<file path="src/rtl/hst_pkg.sv">
package hst_pkg;
    // Control states of the packet sequencer
    typedef enum logic [2:0] {
        ST_IDLE,
        ST_SETUP,
        ST_LOW,
        ST_HIGH,
        ST_HOLD,
        ST_GAP
    } hst_state_e;

    // Constant word placed in front of every payload
    localparam logic [7:0] HST_SYNC_WORD = 8'hAA;
endpackage

</file>
<file path="src/rtl/hst_tick_gen.sv">
// Half-period timer.
// While run_i is high, tick_o fires once every DIV cycles, on the last
// cycle of each half period. The count clears whenever run_i is low, so
// every phase entered from idle starts at a full DIV length.
// Assumes DIV >= 1.
module hst_tick_gen #(
    parameter int DIV   = 2,
    parameter int CNT_W = $clog2(DIV + 1)
) (
    input  logic clk,
    input  logic rst_n,
    input  logic run_i,
    output logic tick_o
);
    localparam logic [CNT_W-1:0] LAST = CNT_W'(DIV - 1);

    logic [CNT_W-1:0] cnt_q;

    assign tick_o = run_i && (cnt_q == LAST);

    // Count system cycles inside the current half period
    always_ff @(posedge clk) begin
        if (!rst_n) begin
            cnt_q <= '0;
        end else if (!run_i || tick_o) begin
            cnt_q <= '0;
        end else begin
            cnt_q <= cnt_q + 1'b1;
        end
    end
endmodule

</file>
<file path="src/rtl/hst_shifter.sv">
// Packet shift register.
// On load_i it captures the sync word followed by the payload words, with
// word 0 (lowest bits of payload_i) placed directly after the sync word.
// Each shift_i moves the next bit to the MSB, which drives the serial line.
module hst_shifter #(
    parameter int               WORD_W    = 8,
    parameter int               PAY_WORDS = 8,
    parameter logic [WORD_W-1:0] SYNC_WORD = 8'hAA,
    parameter int               PAY_W     = WORD_W * PAY_WORDS,
    parameter int               PKT_W     = WORD_W * (PAY_WORDS + 1)
) (
    input  logic             clk,
    input  logic             rst_n,
    input  logic             load_i,
    input  logic             shift_i,
    input  logic [PAY_W-1:0] payload_i,
    output logic             msb_o
);
    logic [PKT_W-1:0] pkt_w;
    logic [PKT_W-1:0] sr_q;

    assign pkt_w[PKT_W-1 -: WORD_W] = SYNC_WORD;

    // Reorder payload words so that word 0 leaves first
    for (genvar g = 0; g < PAY_WORDS; g++) begin : g_word
        assign pkt_w[PAY_W-1-g*WORD_W -: WORD_W] = payload_i[g*WORD_W +: WORD_W];
    end

    // Hold and advance the packet bits
    always_ff @(posedge clk) begin
        if (!rst_n) begin
            sr_q <= '0;
        end else if (load_i) begin
            sr_q <= pkt_w;
        end else if (shift_i) begin
            sr_q <= {sr_q[PKT_W-2:0], 1'b0};
        end
    end

    assign msb_o = sr_q[PKT_W-1];
endmodule

</file>
<file path="src/rtl/hst_ctrl.sv">
// Packet sequencer.
// A packet runs through these phases:
//   - one setup half period, with select low and the clock high;
//   - for each bit, a low half period followed by a high half period;
//   - one hold half period;
//   - one gap cycle, with select already high.
// After the gap comes the done cycle. The serial clock and select are
// registered from the next state, so they change exactly on phase
// boundaries. A shift is requested at each rising edge except after the
// last bit. Assumes tick_i comes from a timer gated by run_o.
module hst_ctrl
    import hst_pkg::*;
#(
    parameter int PKT_W = 72,
    parameter int BIT_W = $clog2(PKT_W)
) (
    input  logic clk,
    input  logic rst_n,
    input  logic start_i,
    input  logic tick_i,
    output logic run_o,
    output logic load_o,
    output logic shift_o,
    output logic busy_o,
    output logic done_o,
    output logic sclk_o,
    output logic cs_n_o
);
    localparam logic [BIT_W-1:0] LAST_BIT = BIT_W'(PKT_W - 1);

    hst_state_e       state_q, state_d;
    logic [BIT_W-1:0] bit_q;
    logic             last_bit;
    logic             sclk_q, cs_n_q, done_q;

    assign last_bit = (bit_q == LAST_BIT);
    assign load_o   = (state_q == ST_IDLE) && start_i;
    assign shift_o  = (state_q == ST_LOW) && tick_i && !last_bit;
    assign run_o    = (state_q == ST_SETUP) || (state_q == ST_LOW) ||
                      (state_q == ST_HIGH)  || (state_q == ST_HOLD);
    assign busy_o   = (state_q != ST_IDLE);

    // Next-state decode
    always_comb begin
        state_d = state_q;
        unique case (state_q)
            ST_IDLE:  if (start_i) state_d = ST_SETUP;
            ST_SETUP: if (tick_i)  state_d = ST_LOW;
            ST_LOW:   if (tick_i)  state_d = ST_HIGH;
            ST_HIGH:  if (tick_i)  state_d = last_bit ? ST_HOLD : ST_LOW;
            ST_HOLD:  if (tick_i)  state_d = ST_GAP;
            ST_GAP:                state_d = ST_IDLE;
            default:               state_d = ST_IDLE;
        endcase
    end

    // State and bit index
    always_ff @(posedge clk) begin
        if (!rst_n) begin
            state_q <= ST_IDLE;
            bit_q   <= '0;
        end else begin
            state_q <= state_d;
            if (load_o) begin
                bit_q <= '0;
            end else if ((state_q == ST_HIGH) && tick_i && !last_bit) begin
                bit_q <= bit_q + 1'b1;
            end
        end
    end

    // Registered serial clock, select and done pulse
    always_ff @(posedge clk) begin
        if (!rst_n) begin
            sclk_q <= 1'b1;
            cs_n_q <= 1'b1;
            done_q <= 1'b0;
        end else begin
            sclk_q <= (state_d != ST_LOW);
            cs_n_q <= (state_d == ST_IDLE) || (state_d == ST_GAP);
            done_q <= (state_q == ST_GAP);
        end
    end

    assign sclk_o = sclk_q;
    assign cs_n_o = cs_n_q;
    assign done_o = done_q;
endmodule

</file>
<file path="src/rtl/hdr_spi_tx.sv">
// Header-framed SPI master transmitter (top).
// Sends one sync word and PAY_WORDS payload words per start, MSB first.
// The clock idles high and data changes on rising edges. The serial clock
// is clk / (2*DIV). Assumes DIV >= 1 and start_i synchronous to clk.
module hdr_spi_tx
    import hst_pkg::*;
#(
    parameter int                DIV       = 2,
    parameter int                WORD_W    = 8,
    parameter int                PAY_WORDS = 8,
    parameter logic [WORD_W-1:0] SYNC_WORD = HST_SYNC_WORD
) (
    input  logic                          clk,
    input  logic                          rst_n,
    input  logic                          start_i,
    input  logic [WORD_W*PAY_WORDS-1:0]   payload_i,
    output logic                          busy_o,
    output logic                          done_o,
    output logic                          sclk_o,
    output logic                          cs_n_o,
    output logic                          mosi_o
);
    localparam int PAY_W = WORD_W * PAY_WORDS;
    localparam int PKT_W = WORD_W * (PAY_WORDS + 1);
    localparam int CNT_W = $clog2(DIV + 1);
    localparam int BIT_W = $clog2(PKT_W);

    logic run_w, tick_w, load_w, shift_w, msb_w;

    hst_tick_gen #(
        .DIV   (DIV),
        .CNT_W (CNT_W)
    ) tick_i (
        .clk    (clk),
        .rst_n  (rst_n),
        .run_i  (run_w),
        .tick_o (tick_w)
    );

    hst_ctrl #(
        .PKT_W (PKT_W),
        .BIT_W (BIT_W)
    ) ctrl_i (
        .clk     (clk),
        .rst_n   (rst_n),
        .start_i (start_i),
        .tick_i  (tick_w),
        .run_o   (run_w),
        .load_o  (load_w),
        .shift_o (shift_w),
        .busy_o  (busy_o),
        .done_o  (done_o),
        .sclk_o  (sclk_o),
        .cs_n_o  (cs_n_o)
    );

    hst_shifter #(
        .WORD_W    (WORD_W),
        .PAY_WORDS (PAY_WORDS),
        .SYNC_WORD (SYNC_WORD),
        .PAY_W     (PAY_W),
        .PKT_W     (PKT_W)
    ) shift_i (
        .clk       (clk),
        .rst_n     (rst_n),
        .load_i    (load_w),
        .shift_i   (shift_w),
        .payload_i (payload_i),
        .msb_o     (msb_w)
    );

    // Data line is parked low whenever the slave is deselected
    assign mosi_o = !cs_n_o && msb_w;
endmodule

</file>
<file path="config.mk">
export PLATFORM = sky130hd
export DESIGN_NAME = hdr_spi_tx
export DESIGN_NICKNAME = d
export VERILOG_FILES = /design/src/rtl/hst_pkg.sv /design/src/rtl/hst_tick_gen.sv /design/src/rtl/hst_shifter.sv /design/src/rtl/hst_ctrl.sv /design/src/rtl/hdr_spi_tx.sv
export SDC_FILE = /design/constraint.sdc
export NUM_CORES = 1
export LEC_CHECK = 0
export BUFFER_PORTS_ARGS = -buffer_cell sky130_fd_sc_hd__buf_4
export CAP_MARGIN = 10
export CORE_MARGIN = 1.5
export CORE_UTILIZATION = 50
export CTS_CLUSTER_DIAMETER = 80
export DETAILED_ROUTE_END_ITERATION = 12
export GPL_TIMING_DRIVEN = 0
export HOLD_SLACK_MARGIN = 0.12
export MAX_ROUTING_LAYER = met4
export PLACE_DENSITY = 0.81
export SLEW_MARGIN = 20
export SYNTH_ARGS = -nofsm -noshare
export SYNTH_HDL_FRONTEND = slang
export SYNTH_HIERARCHICAL = 1
export SYNTH_SLANG_ARGS = --single-unit
</file>
<file path="constraint.sdc">
create_clock -name clk -period 2.9 [get_ports clk]
set_clock_uncertainty 0.1 [all_clocks]
set_input_delay 0.435 -clock clk [delete_from_list [all_inputs] [get_ports clk]]
set_output_delay 0.435 -clock clk [all_outputs]
set_load 0.005 [all_outputs]
</file>
==> results.json <==
{
  "utilization": 0.6344,
  "grt.met3_usage": 0.02973,
  "p_per_area_mw_per_mm2": 517.4,
  "grt-busiest-layer": "met2",
  "worst_r2r_endpoint": "shift_i/sr_q[46]",
  "antenna_found_initial": 0,
  "yosysUniqueCellTypes": 43,
  "regToRegStartpoint": "ctrl_i/state_q[0]",
  "mostFrequentLayoutCells": "sky130_fd_sc_hd__dfxtp_1 (87), sky130_fd_sc_hd__buf_4 (73), sky130_fd_sc_hd__mux2_2 (67), sky130_fd_sc_hd__nand2b_1 (64), sky130_fd_sc_hd__o211a_1 (63)",
  "drt_iter0_drc": 106,
  "synth_enable_flop_cells": 0,
  "totalWireLength_mm": 8.540,
  "wire_length_of_the_first_global_routing_pass_mm": 13.66,
  "layout_worst_path_cycle_share": 0.9448,
  "met2_usage": 0.3362,
  "worstPathMaxFanout": 10,
  "crit_required_ps": 3030,
  "placement_rows": 33,
  "postSynth.asyncResetShare": 0,
  "tritoncts": "done",
  "cap_violations": 0,
  "drv_slew": 0,
  "max_freq_mhz": 365.0,
  "area_growth_pct": 21.00,
  "place.detailed.hpwl_mm": 6.250,
  "grt_util_met1": 0.2312,
  "gr-usage-all-layers": 0.1956,
  "final_layout_size_suffix_gt1_frac": 0.3929,
  "critical_path.startpoint_type": "flop",
  "setup_viol_count_final": 0,
  "p_leak_nw": 2.687,
  "cts_max_level": 3,
  "crit_end": "shift_i/sr_q[46]",
  "grt_overflow_total": 0,
  "via_count_of_the_first_global_routing_pass": 3025,
  "peakVddDrop_mv": 0.2992,
  "placed_cell_area_mm2": 0.005037,
  "antennaDiodeCount": 0,
  "drt.antenna.violating_nets": 0,
  "routedWlPerCell_um": 14.57,
  "synth_area_mm2": 0.004373,
  "die_area_mm2": 0.009316,
  "fin_tns_setup_ps": 0,
  "synth_area_per_cell_um2": 11.07,
  "synthCells": 395,
  "root_buffer": "sky130_fd_sc_hd__clkbuf_8",
  "timing.hold.ws_ps": 254.4,
  "drtPass1Iterations": 5,
  "cts_sinks": 87,
  "worst-r2r-cell-count": 11,
  "detail_route.vias_per_cell": 5.340,
  "worst_skew_pair.late_latency_ps": 340,
  "layout.cells.most_common": "sky130_fd_sc_hd__dfxtp_1",
  "die_h_um": 96.52,
  "hold_viol": 0,
  "detailroute.via_count": 3129,
  "worst_ep_arrival_time_ps": 2870,
  "grt_setup_unrepaired": "no",
  "final_nets": 546,
  "synth_sequential_area_ratio": 0.3983,
  "floorplan.core_area_mm2": 0.008341,
  "cts_hold_buffers": 0,
  "critical_path.endpoint_type": "flop",
  "dominantRegCellSynth": "sky130_fd_sc_hd__dfxtp_1",
  "clk_transition_reported_paths_ps": 80,
  "path_class": "reg2reg",
  "grt_max_degree": 14,
  "final.min_clock_period_ps": 2740,
  "synth_seq_cells": 87,
  "portBuffers": 71,
  "finish.instance_area_mm2": 0.005291,
  "setup.reg_to_reg.worst_slack_ps": 160,
  "critical_path.startpoint": "ctrl_i/state_q[0]",
  "yosys_warnings": 6,
  "pin_count": 72,
  "outcome": "complete, no violations",
  "initial_util": 0.5243,
  "drt_drc_violations_left": 0,
  "relSlewSlack": 0.5193,
  "postSynthNetCount": 464,
  "holdCritPathClass": "in2reg",
  "cts-buffers-inserted": 9,
  "die_w_um": 96.52,
  "worst_pin_slew_ps": 718.4,
  "cts-root-to-sink-buffers": 2,
  "final_weighted_congestion_of_routability_driven_global_placement": 0.8098
}
-- critical path: stages, from the launching register on --
cell,delay (ps)
sky130_fd_sc_hd__dfxtp_1,300
sky130_fd_sc_hd__buf_4,170
sky130_fd_sc_hd__nor2_2,190
sky130_fd_sc_hd__xnor2_1,170
sky130_fd_sc_hd__and2_2,180
sky130_fd_sc_hd__buf_6,140
sky130_fd_sc_hd__nor4bb_2,270
sky130_fd_sc_hd__and2_1,190
sky130_fd_sc_hd__buf_6,170
sky130_fd_sc_hd__clkbuf_8,190
sky130_fd_sc_hd__mux2_2,350
sky130_fd_sc_hd__o211a_1,210
-- through the flow --
| step | total power, mW | worst slack (ps) | instances |
|---|---|---|---|
| after detailed placement | 1.752 | 47.45 | 571 |
| after CTS | 2.760 | 32.36 | 586 |
| after global routing | 2.857 | 30.12 | 586 |
| final | 2.738 | 160.1 | 586 |
| after global placement | 1.729 | 171.3 | 571 |
| after floorplan | 1.611 | 364.5 | 395 |
-- per-layer routing --
layer	up-vias	share of wire
li1	1575	-
met1	1481	0.45
met2	66	0.50
met3	7	0.035
met4	0	0.010
met5	-	0
-- cells by family (layout without fill, tap and decap cells) --
group	after synthesis	in the layout	share of synthesized area
AO/OA/AOI/OAI	83	83	0.1817
XOR/XNOR	7	7	0.01402
adder cells (fa/ha/maj)	2	2	0.005722
buffers and inverters	38	124	0.05980
flip-flops	87	87	0.3983
multiplexers	72	72	0.1840
AND/OR/NAND/NOR	106	106	0.1565
-- synth_stat cells, drive strengths merged (5+ instances only) --
library cell / n / share of area
buf: 18 / 0.029
clkbuf: 16 / 0.027
dfxtp: 87 / 0.40
mux2: 67 / 0.17
mux2i: 5 / 0.011
nand2: 6 / 0.0051
nand2b: 64 / 0.092
nor2: 13 / 0.011
o211a: 63 / 0.14
xnor2: 7 / 0.014
-- registers in the layout (all words and copies together), names as in the netlist --
register        cells
tick_i/cnt_q        2
ctrl_i/sclk_o       1
ctrl_i/cs_n_o       1
ctrl_i/done_o       1
ctrl_i/bit_q        7
ctrl_i/state_q      3
shift_i/sr_q       72
-- worst min path at each step --
| stage | from | end | slack (ps) | cells past startpoint |
|---|---|---|---|---|
| after floorplan | shift_i/sr_q[64] | shift_i/sr_q[64] | 350 | 2 |
| after global placement | shift_i/sr_q[63] | shift_i/sr_q[64] | 370 | 2 |
| after detailed placement | shift_i/sr_q[68] | shift_i/sr_q[68] | 390 | 2 |
| after CTS | rst_n | ctrl_i/cs_n_o | 230 | 2 |
| after global routing | rst_n | ctrl_i/cs_n_o | 260 | 2 |
| final | rst_n | ctrl_i/cs_n_o | 250 | 2 |
-- power by group --
| group | internal (mW) | total (mW) | switching [mW] |
|---|---|---|---|
| registers | 1.29 | 1.33 | 0.0407 |
| logic | 0.233 | 0.397 | 0.163 |
| clock network | 0.616 | 1.01 | 0.399 |
| total | 2.13 | 2.74 | 0.603 |
-- cell type report --
type	count	area, um2
repair buffers	71	533.0
clock inverters	3	90.09
fillers	673	3049
well taps	105	131.4
inverters	4	15.01
flip-flops and latches	87	1742
plain buffers	34	246.5
multi-input cells	270	2379
clock buffers	12	155.1
-- what timing repair did --
action | 4_1_cts | 5_1_grt
setup endpoints to repair | 0 | 65
buffers inserted | 0 | 0
endpoints found under the hold margin | 0 | 0
resized for setup | 0 | 2
(Power assumes the default switching activity.)
